==> config.mk <==
export PLATFORM = sky130hd
export DESIGN_NAME = codec_reg_ctrl
export DESIGN_NICKNAME = d
export VERILOG_FILES = /design/src/rtl/crac_pkg.sv /design/src/rtl/crac_decode.sv /design/src/rtl/crac_regs.sv /design/src/rtl/crac_pulse.sv /design/src/rtl/crac_link.sv /design/src/rtl/codec_reg_ctrl.sv
export SDC_FILE = /design/constraint.sdc
export NUM_CORES = 1
export LEC_CHECK = 0
export BUFFER_PORTS_ARGS = -buffer_cell sky130_fd_sc_hd__buf_2
export CORE_MARGIN = 2
export CORE_UTILIZATION = 54
export DETAILED_ROUTE_END_ITERATION = 12
export MAX_ROUTING_LAYER = met4
export PLACE_DENSITY = 0.82
export SYNTH_ARGS = -nofsm -noshare
export SYNTH_HDL_FRONTEND = slang
export SYNTH_SLANG_ARGS = --single-unit
==> constraint.sdc <==
create_clock -name clk -period 3.15 [get_ports clk]
set_input_delay 0.63 -clock clk [delete_from_list [all_inputs] [get_ports clk]]
set_output_delay 0.63 -clock clk [all_outputs]
set_load 0.005 [all_outputs]
==> src/rtl/crac_pkg.sv <==
package crac_pkg;
  localparam int NUM_REGS = 4;
  localparam int REQ_BIT  = 0;
  localparam int DIR_BIT  = 1;

  typedef enum logic [1:0] {
    IDX_CTRL  = 2'd0,
    IDX_CADDR = 2'd1,
    IDX_DOUT  = 2'd2,
    IDX_DIN   = 2'd3
  } reg_idx_e;
endpackage

==> src/rtl/crac_decode.sv <==
module crac_decode #(
  parameter int ADDR_W = 6,
  parameter int BE_W   = 4
) (
  input  logic              sel,
  input  logic              we,
  input  logic [ADDR_W-1:0] addr,
  input  logic [BE_W-1:0]   be,
  output logic              wr_ok,
  output logic              rd_ok,
  output logic              rd_any,
  output logic [1:0]        idx
);
  import crac_pkg::*;
  localparam int IDX_W = ADDR_W - 2;

  logic [IDX_W-1:0] word;
  logic             full;
  logic             mapped;

  always_comb begin
    word   = addr[ADDR_W-1:2];
    full   = (&be) && (addr[1:0] == 2'b00);
    mapped = (int'(word) < NUM_REGS);
    idx    = word[1:0];
    wr_ok  = sel && we && full && mapped;
    rd_ok  = sel && !we && full && mapped;
    rd_any = sel && !we;
  end
endmodule

==> src/rtl/crac_regs.sv <==
module crac_regs #(
  parameter int DATA_W = 32
) (
  input  logic              clk,
  input  logic              rst,
  input  logic              wr_ok,
  input  logic              rd_ok,
  input  logic              rd_any,
  input  logic [1:0]        idx,
  input  logic [DATA_W-1:0] wdata,
  output logic [DATA_W-1:0] rdata,
  output logic [DATA_W-1:0] caddr,
  output logic [DATA_W-1:0] dout,
  output logic              fire_wr,
  output logic              fire_rd
);
  import crac_pkg::*;

  logic [DATA_W-1:0] word_q [NUM_REGS];
  logic              ctrl_wr;

  always_comb begin
    ctrl_wr = wr_ok && (idx == IDX_CTRL);
    fire_wr = ctrl_wr && wdata[REQ_BIT] && wdata[DIR_BIT];
    fire_rd = ctrl_wr && wdata[REQ_BIT] && !wdata[DIR_BIT];
  end

  for (genvar g = 0; g < NUM_REGS; g++) begin : g_word
    always_ff @(posedge clk) begin
      if (rst) begin
        word_q[g] <= '0;
      end else if (wr_ok && (int'(idx) == g)) begin
        if (g == int'(IDX_CTRL)) begin
          word_q[g] <= wdata & ~(DATA_W'(1) << REQ_BIT);
        end else begin
          word_q[g] <= wdata;
        end
      end
    end
  end

  always_ff @(posedge clk) begin
    if (rst) begin
      rdata <= '0;
    end else if (rd_any) begin
      rdata <= rd_ok ? word_q[idx] : '0;
    end
  end

  assign caddr = word_q[IDX_CADDR];
  assign dout  = word_q[IDX_DOUT];

  a_r3_ctrl_keep: assert property (@(posedge clk) disable iff (rst)
    (wr_ok && idx == IDX_CTRL) |=>
      (word_q[IDX_CTRL] == {$past(wdata[DATA_W-1:1]), 1'b0}));

  a_r3_req_clear: assert property (@(posedge clk) disable iff (rst)
    $past(ctrl_wr) |-> !word_q[IDX_CTRL][REQ_BIT]);

  a_r7_rejected_read_zero: assert property (@(posedge clk) disable iff (rst)
    (rd_any && !rd_ok) |=> (rdata == '0));

  a_r7_no_write_keeps_ctrl: assert property (@(posedge clk) disable iff (rst)
    !wr_ok |=> $stable(word_q[IDX_CTRL]));
endmodule

==> src/rtl/crac_pulse.sv <==
module crac_pulse (
  input  logic clk,
  input  logic rst,
  input  logic fire_wr,
  input  logic fire_rd,
  output logic irq_wr,
  output logic irq_rd
);
  always_ff @(posedge clk) begin
    if (rst) begin
      irq_wr <= 1'b0;
      irq_rd <= 1'b0;
    end else begin
      irq_wr <= fire_wr;
      irq_rd <= fire_rd;
    end
  end

  a_r4_wr_source: assert property (@(posedge clk) disable iff (rst)
    irq_wr |-> $past(fire_wr));

  a_r5_rd_source: assert property (@(posedge clk) disable iff (rst)
    irq_rd |-> $past(fire_rd));

  a_r11_exclusive: assert property (@(posedge clk) disable iff (rst)
    $onehot0({irq_wr, irq_rd}));
endmodule

==> src/rtl/crac_link.sv <==
module crac_link (
  input  logic clk,
  input  logic rst,
  input  logic start,
  input  logic start_dir,
  input  logic done,
  output logic req,
  output logic dir
);
  always_ff @(posedge clk) begin
    if (rst) begin
      req <= 1'b0;
      dir <= 1'b0;
    end else if (start) begin
      req <= 1'b1;
      dir <= start_dir;
    end else if (done) begin
      req <= 1'b0;
    end
  end

  a_r10_hold: assert property (@(posedge clk) disable iff (rst)
    (req && !done && !start) |=> req);

  a_r10_clear: assert property (@(posedge clk) disable iff (rst)
    (done && !start) |=> !req);

  a_r10_dir_load: assert property (@(posedge clk) disable iff (rst)
    start |=> (req && dir == $past(start_dir)));
endmodule

==> src/rtl/codec_reg_ctrl.sv <==
module codec_reg_ctrl #(
  parameter int ADDR_W = 6,
  parameter int DATA_W = 32,
  localparam int BE_W  = DATA_W / 8
) (
  input  logic              clk,
  input  logic              rst,
  input  logic              bus_sel,
  input  logic              bus_we,
  input  logic [ADDR_W-1:0] bus_addr,
  input  logic [BE_W-1:0]   bus_be,
  input  logic [DATA_W-1:0] bus_wdata,
  output logic [DATA_W-1:0] bus_rdata,
  output logic              irq_wr_req,
  output logic              irq_rd_reply,
  output logic              link_req,
  output logic              link_dir,
  output logic [DATA_W-1:0] link_addr,
  output logic [DATA_W-1:0] link_wdata,
  input  logic              link_done
);
  logic       wr_ok, rd_ok, rd_any;
  logic [1:0] idx;
  logic       fire_wr, fire_rd;

  crac_decode #(.ADDR_W(ADDR_W), .BE_W(BE_W)) u_dec (
    .sel(bus_sel), .we(bus_we), .addr(bus_addr), .be(bus_be),
    .wr_ok(wr_ok), .rd_ok(rd_ok), .rd_any(rd_any), .idx(idx)
  );

  crac_regs #(.DATA_W(DATA_W)) u_regs (
    .clk(clk), .rst(rst), .wr_ok(wr_ok), .rd_ok(rd_ok), .rd_any(rd_any),
    .idx(idx), .wdata(bus_wdata), .rdata(bus_rdata),
    .caddr(link_addr), .dout(link_wdata),
    .fire_wr(fire_wr), .fire_rd(fire_rd)
  );

  crac_pulse u_pulse (
    .clk(clk), .rst(rst), .fire_wr(fire_wr), .fire_rd(fire_rd),
    .irq_wr(irq_wr_req), .irq_rd(irq_rd_reply)
  );

  crac_link u_link (
    .clk(clk), .rst(rst), .start(fire_wr || fire_rd), .start_dir(fire_wr),
    .done(link_done), .req(link_req), .dir(link_dir)
  );

  a_r9_reset_clear: assert property (@(posedge clk)
    rst |=> (!irq_wr_req && !irq_rd_reply && !link_req && bus_rdata == '0));

  a_r6_no_pulse_without_req: assert property (@(posedge clk) disable iff (rst)
    (wr_ok && idx == 2'd0 && !bus_wdata[0]) |=> (!irq_wr_req && !irq_rd_reply));
endmodule

==> results.md <==
* Outcome: finished, final reports clean
* Clock sinks at 163
* GRT Overall Usage at 25.7%
* Vias/cell at 5.75
* Max VDD drop at 0.000462 V
* Worst reg2reg setup slack at 1.86 ns
* Worst-path cell chain: buf_2 -> buf_4 -> nand4_1 -> nand2b_2 -> buf_12
* Hold Path End: u_pulse.irq_rd
* Buffers & Inverters on Critical Path at 3
* Cell Area, Synth at 6630 um2
* Global-route wire length before repair at 23700 um
* Resize count post-CTS at 0
* Place WS at 0.762 ns
* Synth Area in Simple Gates at 12.6%
* Worst endpoint required time at 3.27 ns
* Critical path's top delay family: buffers and inverters
* Final TNS setup at 0 ns
* Synthesized area per cell at 14.8 um2
* Fillers at 813
* CORE AREA at 12000 um2
* Hold depth at 2
* Net Count, Synth at 494
* Max-Cap Viols at 0
* Final Hold Viols at 0
* Period utilization at 61.8%
* Die Y at 115 um
* Slowest stage cell, crit path: buf_2
* Crit start category: input port
* Vias in the first global route at 4383
* Hold crit path type: in2reg
* Share of cells above drive strength 1 at 37.3%
* Syn Inst Count at 447
* Ys flop type: edfxtp_1
* RSZ-0062 raised after global routing: false
* Post-CTS Setup Inserts at 0
* Main combinational cell family by area after synthesis: simple AND/OR/NAND/NOR gates
* Final wirelength at 15600 um
* Root buf cell: clkbuf_16
* # diodes at 0
* Share of synthesized registers carrying an async set or reset at 0%
* Drt wl/cell at 20.8 um
* Slew margin rel. at 34.4%
* Port buffer count at 146
* Critical Path AT at 2.07 ns
* Xor and xnor area share after synthesis at 0%
* Clk Latency, worst-skew pair at 0.42 ns
* Seq/Total Area, Yosys at 68.4%
* H-tree depth at 4
* Critical Path Start: bus_addr[2]
* Total grt overflow at 0
* Placement Rows at 40
* CTS tree: done
* Setup Viol. Count Final at 0
* Worst path max stage delay at 0.36 ns
* # DRC at 0
* First DRT Iteration DRCs at 290
* DIE AREA at 13200 um2
* Count leader, synth: nor2_1
* GPL Wtd Cong at 0.805
* EDFF count, synth at 127
* Fin. max-slew vios at 0
* Setup ws final at 1.20 ns
* P per Cell Area at 605 nW/um2
* Worst R2R Start: u_regs.word_q[2][24]
* Top cells by area, synth: edfxtp_1 (58%), dfxtp_1 (11%), mux4_2 (9.2%)
* Worst R2R End: u_regs.rdata[24]
* Clock slew at reported path FFs at 0.06 ns
* Count of different cell masters after synthesis at 27
* CTS buffer count at 17
* Register Area at 4530 um2
* Largest net degree at the start of global routing at 41
* ANT nets after route at 0
* Worst slew pin tran at 0.982 ns
* Minimum clock period at 1.95 ns
* Hold Buf Count CTS at 0
* Post-Synth Adder-Cell Area at 0%
* Mux contribution to synthesized area at 11.2%
* Cell taking the most area after synthesis: edfxtp_1
* HP Start: bus_wdata[1]
* Initial antenna violation count at 0
* WS Path Type: in2reg
* Skew final at 0.00679 ns
* Width of the die at 115 um
* Yosys Warn Count at 0
* Routed vias at 4316
* Clock tree buffer depth at 2
* Nets at 637
* Initial core utilization at 55.2%
* Yosys reg bits at 163
* Synth top cells by count: nor2_1 (128), edfxtp_1 (127), dfxtp_1 (36), nand2b_1 (36), a22o_1 (32)
* Fmax at 513 MHz
* Crit path capture type: flop
* IO Pins at 147
* Critical-path maximum fanout at 24
* Multi-input logic area at 1900 um2
* Leakage at 3.12 nW
* DR pass1 iterations at 5
* Area growth, synth to finish at 22.2%
* Reg2Reg Depth at 2
* DP Wirelength at 9850 um
* Post-synthesis compound-gate area fraction at 4.51%
* Post-synth top area share at 57.5%
cells in the final DEF (no fill, tap or decap), types with 4 or more instances in the layout:
master | Yosys | routed
mux4_2 | 27 | 27
buf_2 | 14 | 146
nand2b_1 | 36 | 33
edfxtp_1 | 127 | 127
clkbuf_16 | 0 | 17
clkinv_2 | 0 | 5
bufinv_16 | 0 | 4
a22o_1 | 32 | 32
buf_4 | 1 | 8
mux4_1 | 4 | 4
nor2_1 | 128 | 128
dfxtp_1 | 36 | 36
kinds of logic (layout without fill, tap and decap cells):
| family | count (synthesis) | count (layout) |
|---|---|---|
| and+or+nand+nor | 180 | 180 |
| AOI/OAI and AO/OA | 35 | 35 |
| buffers and inverters | 35 | 191 |
| muxes | 34 | 34 |
| DFF | 163 | 163 |
worst max path at each step:
stage               cells past startpoint                   end
floorplan                               4   u_regs.word_q[3][0]
global placement                        5  u_regs.word_q[3][13]
detailed placement                      5  u_regs.word_q[3][14]
CTS                                     5  u_regs.word_q[3][27]
global route                            5  u_regs.word_q[3][14]
finish                                  5  u_regs.word_q[3][14]
through the flow:
stage | area [um2] | std cells | hold WS (ns) | utilization [%] | power, W
floorplan | 6630 | 447 | 0.447 | - | 0.00264
global placement | 7480 | 718 | 0.433 | 62.3 | 0.00276
detailed placement | 7480 | 718 | 0.450 | 62.3 | 0.00277
CTS | 8110 | 750 | 0.380 | 67.5 | 0.00492
global route | 8110 | 750 | 0.384 | 67.5 | 0.00503
finish | 8110 | 750 | 0.398 | 67.5 | 0.00490
cell type report:
cell class              count  area share (%)
clock inverters            11            1.93
multi-input cells         249            23.5
repair buffers            157            10.5
clock buffers              21            5.80
flip-flops and latches    163            55.9
inverters                   2          0.0926
well taps                 147            2.27
power by group:
part           total [W]  switching, W  internal (W)
registers        0.00243     0.0000377       0.00240
clock network    0.00218      0.000799       0.00138
logic           0.000293      0.000154      0.000139
total            0.00490      0.000991       0.00391
registers in the layout, summed over array words and instances, names as in the netlist:
register and count:
u_link.req 1, u_pulse.irq_rd 1, u_pulse.irq_wr 1, u_regs.word_q 127, u_regs.rdata 32, u_link.dir 1
per-layer routing:
metal	part of all wire, %	GRT usage [%]
met5	0	-
met4	2.5	10.1
met3	8.5	6.43
met2	51	42.0
met1	38	31.2
(Power assumes the default switching activity.)
